`config.mk`:
```
export PLATFORM = sky130hd
export DESIGN_NAME = chario_out
export DESIGN_NICKNAME = d
export VERILOG_FILES = /design/src/rtl/chario_out_pkg.sv /design/src/rtl/chario_out_decode.sv /design/src/rtl/chario_out_xfer.sv /design/src/rtl/chario_out_flags.sv /design/src/rtl/chario_out.sv
export SDC_FILE = /design/constraint.sdc
export NUM_CORES = 1
export LEC_CHECK = 0
export BUFFER_PORTS_ARGS = -buffer_cell sky130_fd_sc_hd__buf_2
export CAP_MARGIN = 20
export CORE_UTILIZATION = 38
export DETAILED_ROUTE_END_ITERATION = 10
export PLACE_DENSITY_LB_ADDON = 0.08
export SYNTH_ARGS = -nofsm -noshare
export SYNTH_HDL_FRONTEND = slang
export SYNTH_SLANG_ARGS = --single-unit
```
`constraint.sdc`:
```
create_clock -name clk_i -period 1.5 [get_ports clk_i]
set_input_delay 0.075 -clock clk_i [delete_from_list [all_inputs] [get_ports clk_i]]
set_output_delay 0.075 -clock clk_i [all_outputs]
set_load 0.02 [all_outputs]
```
`src/rtl/chario_out_pkg.sv`:
```
package chario_out_pkg;
  localparam int REG_W    = 16;
  localparam int CHAR_W   = 8;
  localparam int ERR_BIT  = 15;
  localparam int DONE_BIT = 7;
  localparam int IE_BIT   = 6;
endpackage

```
`src/rtl/chario_out_decode.sv`:
```
module chario_out_decode #(
  parameter int              ADDR_W    = 22,
  parameter logic [ADDR_W-1:0] STAT_ADDR = 22'o17777554,
  parameter logic [ADDR_W-1:0] BUF_ADDR  = 22'o17777556
) (
  input  logic [ADDR_W-1:0] addr_i,
  input  logic              wr_i,
  input  logic [1:0]        be_i,
  output logic              stat_hit_o,
  output logic              buf_hit_o,
  output logic              stat_wr_o,
  output logic              buf_start_o,
  output logic              buf_load_o
);
  // word decode; byte lane chosen by be_i
  assign stat_hit_o  = addr_i[ADDR_W-1:1] == STAT_ADDR[ADDR_W-1:1];
  assign buf_hit_o   = addr_i[ADDR_W-1:1] == BUF_ADDR[ADDR_W-1:1];
  assign stat_wr_o   = wr_i && stat_hit_o && be_i[0];
  assign buf_start_o = wr_i && buf_hit_o && (be_i != 2'b00);
  assign buf_load_o  = wr_i && buf_hit_o && be_i[0];
endmodule

```
`src/rtl/chario_out_xfer.sv`:
```
module chario_out_xfer (
  input  logic clk_i,
  input  logic rst_ni,
  input  logic start_i,
  input  logic present_i,
  input  logic ready_i,
  input  logic fail_i,
  output logic valid_o,
  output logic cmpl_o,
  output logic ok_o
);
  logic busy_q, busy_d, end_ev;

  assign end_ev = busy_q && (ready_i || fail_i || !present_i);

  always_comb begin
    // a new store restarts; absent sink finishes at once
    if (start_i) begin
      busy_d = present_i;
      cmpl_o = !present_i;
      ok_o   = 1'b0;
    end else begin
      busy_d = busy_q && !end_ev;
      cmpl_o = end_ev;
      ok_o   = end_ev && present_i && ready_i && !fail_i;
    end
  end

  always_ff @(posedge clk_i or negedge rst_ni) begin
    if (!rst_ni) busy_q <= 1'b0;
    else         busy_q <= busy_d;
  end

  assign valid_o = busy_q;
endmodule

```
`src/rtl/chario_out_flags.sv`:
```
module chario_out_flags #(
  parameter int CHAR_W = 8
) (
  input  logic              clk_i,
  input  logic              rst_ni,
  input  logic              present_i,
  input  logic              stat_wr_i,
  input  logic              ie_wdata_i,
  input  logic              buf_start_i,
  input  logic              buf_load_i,
  input  logic [CHAR_W-1:0] char_i,
  input  logic              cmpl_i,
  input  logic              ok_i,
  output logic              done_o,
  output logic              err_o,
  output logic              ie_o,
  output logic              irq_o,
  output logic [CHAR_W-1:0] char_o
);
  logic done_q, err_q, ie_q, irq_q;
  logic done_d, err_d, ie_d, irq_d;
  logic [CHAR_W-1:0] char_q, char_d;
  logic err_vis;

  assign err_vis = err_q || !present_i;

  always_comb begin
    done_d = done_q;
    err_d  = err_q;
    ie_d   = ie_q;
    irq_d  = irq_q;
    char_d = char_q;
    if (buf_load_i) char_d = char_i;
    if (buf_start_i) begin
      done_d = 1'b0;
      irq_d  = 1'b0;
    end
    if (cmpl_i) begin
      done_d = 1'b1;
      err_d  = !ok_i;
      if (ie_q) irq_d = 1'b1;
    end
    if (stat_wr_i) begin
      ie_d = ie_wdata_i;
      if (!ie_wdata_i) irq_d = 1'b0;
      else if (!ie_q && (done_q || err_vis)) irq_d = 1'b1;
    end
  end

  always_ff @(posedge clk_i or negedge rst_ni) begin
    if (!rst_ni) begin
      done_q <= 1'b1;
      err_q  <= 1'b0;
      ie_q   <= 1'b0;
      irq_q  <= 1'b0;
      char_q <= '0;
    end else begin
      done_q <= done_d;
      err_q  <= err_d;
      ie_q   <= ie_d;
      irq_q  <= irq_d;
      char_q <= char_d;
    end
  end

  assign done_o = done_q;
  assign err_o  = err_vis;
  assign ie_o   = ie_q;
  assign irq_o  = irq_q;
  assign char_o = char_q;
endmodule

```
`src/rtl/chario_out.sv`:
```
module chario_out
  import chario_out_pkg::*;
#(
  parameter int                ADDR_W    = 22,
  parameter logic [ADDR_W-1:0] STAT_ADDR = 22'o17777554,
  parameter logic [ADDR_W-1:0] BUF_ADDR  = 22'o17777556
) (
  input  logic              clk_i,
  input  logic              rst_ni,
  input  logic [ADDR_W-1:0] addr_i,
  input  logic              wr_i,
  input  logic [1:0]        be_i,
  input  logic [REG_W-1:0]  wdata_i,
  output logic [REG_W-1:0]  rdata_o,
  input  logic              sink_present_i,
  output logic              out_valid_o,
  output logic [CHAR_W-1:0] out_data_o,
  input  logic              out_ready_i,
  input  logic              out_fail_i,
  output logic              irq_o
);
  logic stat_hit, buf_hit, stat_wr, buf_start, buf_load;
  logic cmpl, ok, done_q, err_q, ie_q;
  logic [CHAR_W-1:0] char_q;
  logic unused_bits;

  assign unused_bits = ^{wdata_i[REG_W-1:CHAR_W], addr_i[0]};

  chario_out_decode #(
    .ADDR_W(ADDR_W), .STAT_ADDR(STAT_ADDR), .BUF_ADDR(BUF_ADDR)
  ) u_dec (
    .addr_i(addr_i), .wr_i(wr_i), .be_i(be_i),
    .stat_hit_o(stat_hit), .buf_hit_o(buf_hit), .stat_wr_o(stat_wr),
    .buf_start_o(buf_start), .buf_load_o(buf_load)
  );

  chario_out_xfer u_xfer (
    .clk_i(clk_i), .rst_ni(rst_ni), .start_i(buf_start),
    .present_i(sink_present_i), .ready_i(out_ready_i), .fail_i(out_fail_i),
    .valid_o(out_valid_o), .cmpl_o(cmpl), .ok_o(ok)
  );

  chario_out_flags #(.CHAR_W(CHAR_W)) u_flags (
    .clk_i(clk_i), .rst_ni(rst_ni), .present_i(sink_present_i),
    .stat_wr_i(stat_wr), .ie_wdata_i(wdata_i[IE_BIT]),
    .buf_start_i(buf_start), .buf_load_i(buf_load), .char_i(wdata_i[CHAR_W-1:0]),
    .cmpl_i(cmpl), .ok_i(ok),
    .done_o(done_q), .err_o(err_q), .ie_o(ie_q), .irq_o(irq_o), .char_o(char_q)
  );

  always_comb begin
    rdata_o = '0;
    if (stat_hit) begin
      rdata_o[ERR_BIT]  = err_q;
      rdata_o[DONE_BIT] = done_q;
      rdata_o[IE_BIT]   = ie_q;
    end else if (buf_hit) begin
      rdata_o[CHAR_W-1:0] = char_q;
    end
  end

  assign out_data_o = char_q;
endmodule

```
Yosys cells after proc, flatten, opt, wreduce, memory -nomap -nowiden

Cells that the tools add are included.

Reductions and logical operators: 22
Equality and inequality tests: 2
Mux-type cells: 15

Operators with widths:

| kind                                   | number |
|---|---|
| 21-bit == test (second input constant) | 2 |
| 1-bit 2-to-1 mux                       | 12 |
| 1-bit logical AND                      | 11 |
| 8-bit 2-to-1 mux                       | 1 |
| 6-bit 2-to-1 mux                       | 1 |
| 1-bit logical NOT                      | 5 |
| 1-bit logical OR                       | 4 |
| 2-bit nonzero test                     | 2 |
| 2-bit 2-to-1 mux                       | 1 |

Bits in registers: 13
Word-level logic and storage cells: 45
Output and inout bits: 26

Logic depth before layout (Yosys ltp)

Depth in word-level cells: 9
Depth in mapped cells: 6

Cells and area by module

A second synthesis with hierarchy kept.

Cell total of the unflattened synthesis: 73
Area, all modules: 802.0 µm²

By module, submodules not included:

| module            | sequential area each (µm²) | instances | area each (µm²) | cells an instance |
|---|---|---|---|---|
| chario_out_flags  | 301.5                      | 1         | 500.5           | 32 |
| chario_out        | 0.0                        | 1         | 131.4           | 18 |
| chario_out_decode | 0.0                        | 1         | 95.1            | 15 |
| chario_out_xfer   | 25.0                       | 1         | 75.1            | 8 |

Worst setup path after synthesis

Ideal clock, no wire load.

Path type: input to register
Start: input port addr_i[7]
End: register u_flags.char_q[0], in the netlist u_flags.char_o[0]
Cell stages on the path: 6
Setup time: 125 ps
Data required time: 1,375 ps
Arrival: 1,142 ps
Setup slack: 233 ps
Path buffers: 1
Cell sequence: nand4b_1 nor2_2 nand3_1 or2_1 buf_6 mux2_4

Word-level cells in the longest chain between the ends: 3

Ends and longest elaborated chain:

| what                            | line                    | text |
|---|---|---|
| from (decl)                     | chario_out.sv:10        | `input logic [ADDR_W-1:0] addr_i,` |
| 21-bit == test                  | chario_out_decode.sv:17 | `assign buf_hit_o = addr_i[ADDR_W-1:1] == BUF_ADDR[ADDR_W-1:1];` |
| 1-bit logical AND (2 in series) | chario_out_decode.sv:20 | `assign buf_load_o = wr_i && buf_hit_o && be_i[0];` |
| to (signal assigned)            | chario_out_flags.sv:62  | `char_q <= char_d;` |
| to (decl)                       | chario_out_flags.sv:22  | `logic [CHAR_W-1:0] char_q, char_d;` |

Every way passes these cells.
A chain may end at the register's enable or synchronous reset.

Final worst setup path

Start: register u_flags.done_q, in the netlist u_flags.done_o
End: register u_flags.irq_q, in the netlist u_flags.irq_o

Word-level cells in the longest chain between the ends: 5

Ends and longest elaborated chain:

| what                    | line                   | text |
|---|---|---|
| from (decl)             | chario_out_flags.sv:20 | `logic done_q, err_q, ie_q, irq_q;` |
| from (signal assigned)  | chario_out_flags.sv:58 | `done_q <= done_d;` |
| 1-bit logical OR        | chario_out_flags.sv:46 | `else if (!ie_q && (done_q \|\| err_vis)) irq_d = 1'b1;` |
| 1-bit logical AND       | chario_out_flags.sv:46 |  |
| 1-bit 2-to-1 mux        | chario_out_flags.sv:46 |  |
| 1-bit 2-to-1 mux        | chario_out_flags.sv:45 | `if (!ie_wdata_i) irq_d = 1'b0;` |
| 1-bit 2-to-1 mux        | chario_out_flags.sv:43 | `if (stat_wr_i) begin` |
| named net u_flags.irq_d | chario_out_flags.sv:21 | `logic done_d, err_d, ie_d, irq_d;` |
| to (signal assigned)    | chario_out_flags.sv:61 | `irq_q <= irq_d;` |
| to (decl)               | chario_out_flags.sv:20 |  |

The timed path passes the listed nets, and every way through them passes these cells.

==> flow_metrics.tcl <==
set metrics [dict create \
    ctsResizeCount 0 \
    rsz0062_at_grt "no" \
    grt_antenna_before_repair 0 \
    coreArea_um2 2060 \
    p_leak_nw 0.684 \
    cts_setup_buffers 0 \
    yosysUniqueCellTypes 32 \
    required_ns 1.70 \
    setup_tns_ns 0 \
    combPwrFrac_pct 15.6 \
    cts_buffer_depth 2 \
    dr.first_iter.drc_count 33 \
    postSynth.asyncResetShare_pct 100 \
    fill_cells 211 \
    cts_tree "built" \
    worst_pin_slew_ns 0.507 \
    row_count 16 \
    hpwl_um 1600 \
    synth_ff_type "dfrtp_1" \
    peakVddDrop_v 0.000504 \
    yosys-top-cells-area "dfrtp_1, mux2_4, buf_4, and3_1, nand4_1" \
    hold_class "in2reg" \
    drt_wl_total_um 2020 \
    cp_max_fo 4 \
    synth.yosys.warnings 0 \
    p_int_mw 0.501 \
    critical_path_class "reg2reg" \
    gr-total-overflow 0 \
    maxCapViolCount 0 \
    first_pass_iters 5 \
    die_h_um 49.9 \
    ant_nets 0 \
    fmax_ghz 0.785 \
    netlist_area_um2 872 \
    synth_top_cells_by_count "dfrtp_1, mux2_4, buf_4" \
    synth_top_area_cell "dfrtp_1" \
    cts_num_sinks 13 \
    port_buffers 55 \
    synth_seq_cells 13 \
    ios 72 \
    power.share.sequential_pct 51.9 \
    period_share_pct 84.9 \
    final_nets 189 \
    start_util_pct 42.3 \
    clk_latency_ns 0.28 \
    relSlewSlack_pct 66.2 \
    finalHoldViolCount 0 \
    setup-violations-final 0 \
    clkSlewWorstSetupHoldPaths_ns 0.08 \
    fin_worst_skew_ns 0.00444 \
    drv_slew 0 \
    ctsRootBufferMaster "clkbuf_4" \
    grt_pass1_vias 779 \
    grt_use_total_pct 17.6 \
    final_cells 169 \
    htreeDepth 1 \
    drcViolationCount 0 \
    p_per_area_nw_per_um2 568 \
    synth-edff-count 0 \
    avgSynthCellArea_um2 10.5 \
    cp.arrival_ns 1.48 \
    synth_top_cell_area_share_pct 34.4 \
    layout_min_cycle_time_ns 1.27 \
    start_kind "flip-flop" \
    finalPower_mw 0.675 \
    syn2layout_area_growth_pct 36.2 \
    place_inst 164 \
    crit_path_end_kind "flip-flop" \
    ys_seq_area_share_pct 37.4 \
    die_w_um 49.9 \
    synth.most_common_cell "dfrtp_1" \
    n_antenna_cell 0 \
    drive_above_1_share_pct 52.8 \
    cts_buffers 3 \
    grt_pass1_wl_um 3260 \
    cts_hold_buffers 1 \
    vias 846 \
    avgViaCountPerCell 5.01 \
    postSynthCellCount 83 \
    swShare_pct 25.8 \
    routedWlPerCell_um 12.0 \
    netSwitchingPower_mw 0.174 \
    status "complete, no violations" \
    p_clk_share_pct 32.5 \
    grt_max_degree 14 \
    place_congestion 0.720 \
    die_area_um2 2490 \
]
==> power groups by stage <==
stage,Clock [mW],Combinational [mW],Sequential [mW]
2_1_floorplan,0,0.0517,0.357
3_3_place_gp,0,0.101,0.357
3_5_place_dp,0,0.104,0.357
4_1_cts,0.230,0.106,0.350
5_1_grt,0.253,0.116,0.350
6_report,0.219,0.105,0.350
==> layer usage <==
metal / GRT usage (%) / part of all wire, %
met2: 28.8 / 46
met5: 0 / 0
met4: 10.0 / 2.1
met1: 21.3 / 42
met3: 3.70 / 9.3
==> logic make-up after synthesis <==
group / count (synthesis) / synth area share [%]
compound gates: 13 / 10.0
buf+inv: 10 / 8.18
mux: 11 / 17.4
other cells: 1 / 0.430
flops: 13 / 37.4
simple gates: 35 / 26.5
==> final timing paths <==
path	from	endpoint	slack [ns]	cells after the start
worst max-delay path	u_flags.done_o$_DFFE_PN1P_	u_flags.irq_o$_DFF_PN0_	0.23	3
worst min-delay path	wdata_i[2]	u_flags.char_o[2]$_DFFE_PN0P_	0.02	2
worst max register to register	u_flags.done_o$_DFFE_PN1P_	u_flags.irq_o$_DFF_PN0_	0.23	3
worst min register to register	u_flags.char_o[3]$_DFFE_PN0P_	u_flags.char_o[3]$_DFFE_PN0P_	0.53	1
max in group asynchronous	rst_ni	u_flags.done_o$_DFFE_PN1P_	1.02	2
min in group asynchronous	rst_ni	u_flags.err_q$_DFFE_PN0N_	0.20	2
==> worst max-delay path: stages, from the launching register on <==
cell and delay, ns:
dfstp_2 0.56, nor2b_1 0.05, or4b_1 0.49, o211ai_1 0.09
==> stage by stage <==
stage                     hold slack, ns  cell area (um2)  worst slack (ns)  util, %
after global routing             0.00307             1190             0.136     57.6
after floorplan                   -0.221              895             0.233        -
final                             0.0180             1190             0.227     57.6
after detailed placement         -0.0211             1150           -0.0859     55.8
after global placement           -0.0187             1150           -0.0470     55.8
after CTS                         0.0117             1190             0.219     57.6
==> registers in the layout, indices dropped and copies added (netlist names) <==
register        count
u_flags.err_q       1
u_flags.ie_o        1
u_flags.char_o      8
u_flags.irq_o       1
u_flags.done_o      1
u_xfer.valid_o      1
==> cell usage in the layout (no fill, tap or decap), types with 2 or more instances in the layout <==
cell type,instances
buf_2,55
dfrtp_1,12
mux2_4,8
conb_1,7
and3_1,6
nand4_1,5
nor2_1,4
nor2b_1,4
o21ai_0,4
nand2_1,3
o21a_1,3
clkbuf_4,3
nor3_2,2
mux2i_1,2
nand3_1,2
o211ai_1,2
nor3_1,2
buf_4,2
==> layout make-up <==
class / count / area, um2 / share of cell area [%]
clock buffers: 4 / 26.3 / 2.21
multi-input cells: 66 / 497 / 41.8
repair buffers: 58 / 300 / 25.3
inverters: 1 / 3.75 / 0.316
well taps: 27 / 33.8 / 2.85
flip-flops and latches: 13 / 327 / 27.5
Power figures use the tool's default switching activity.
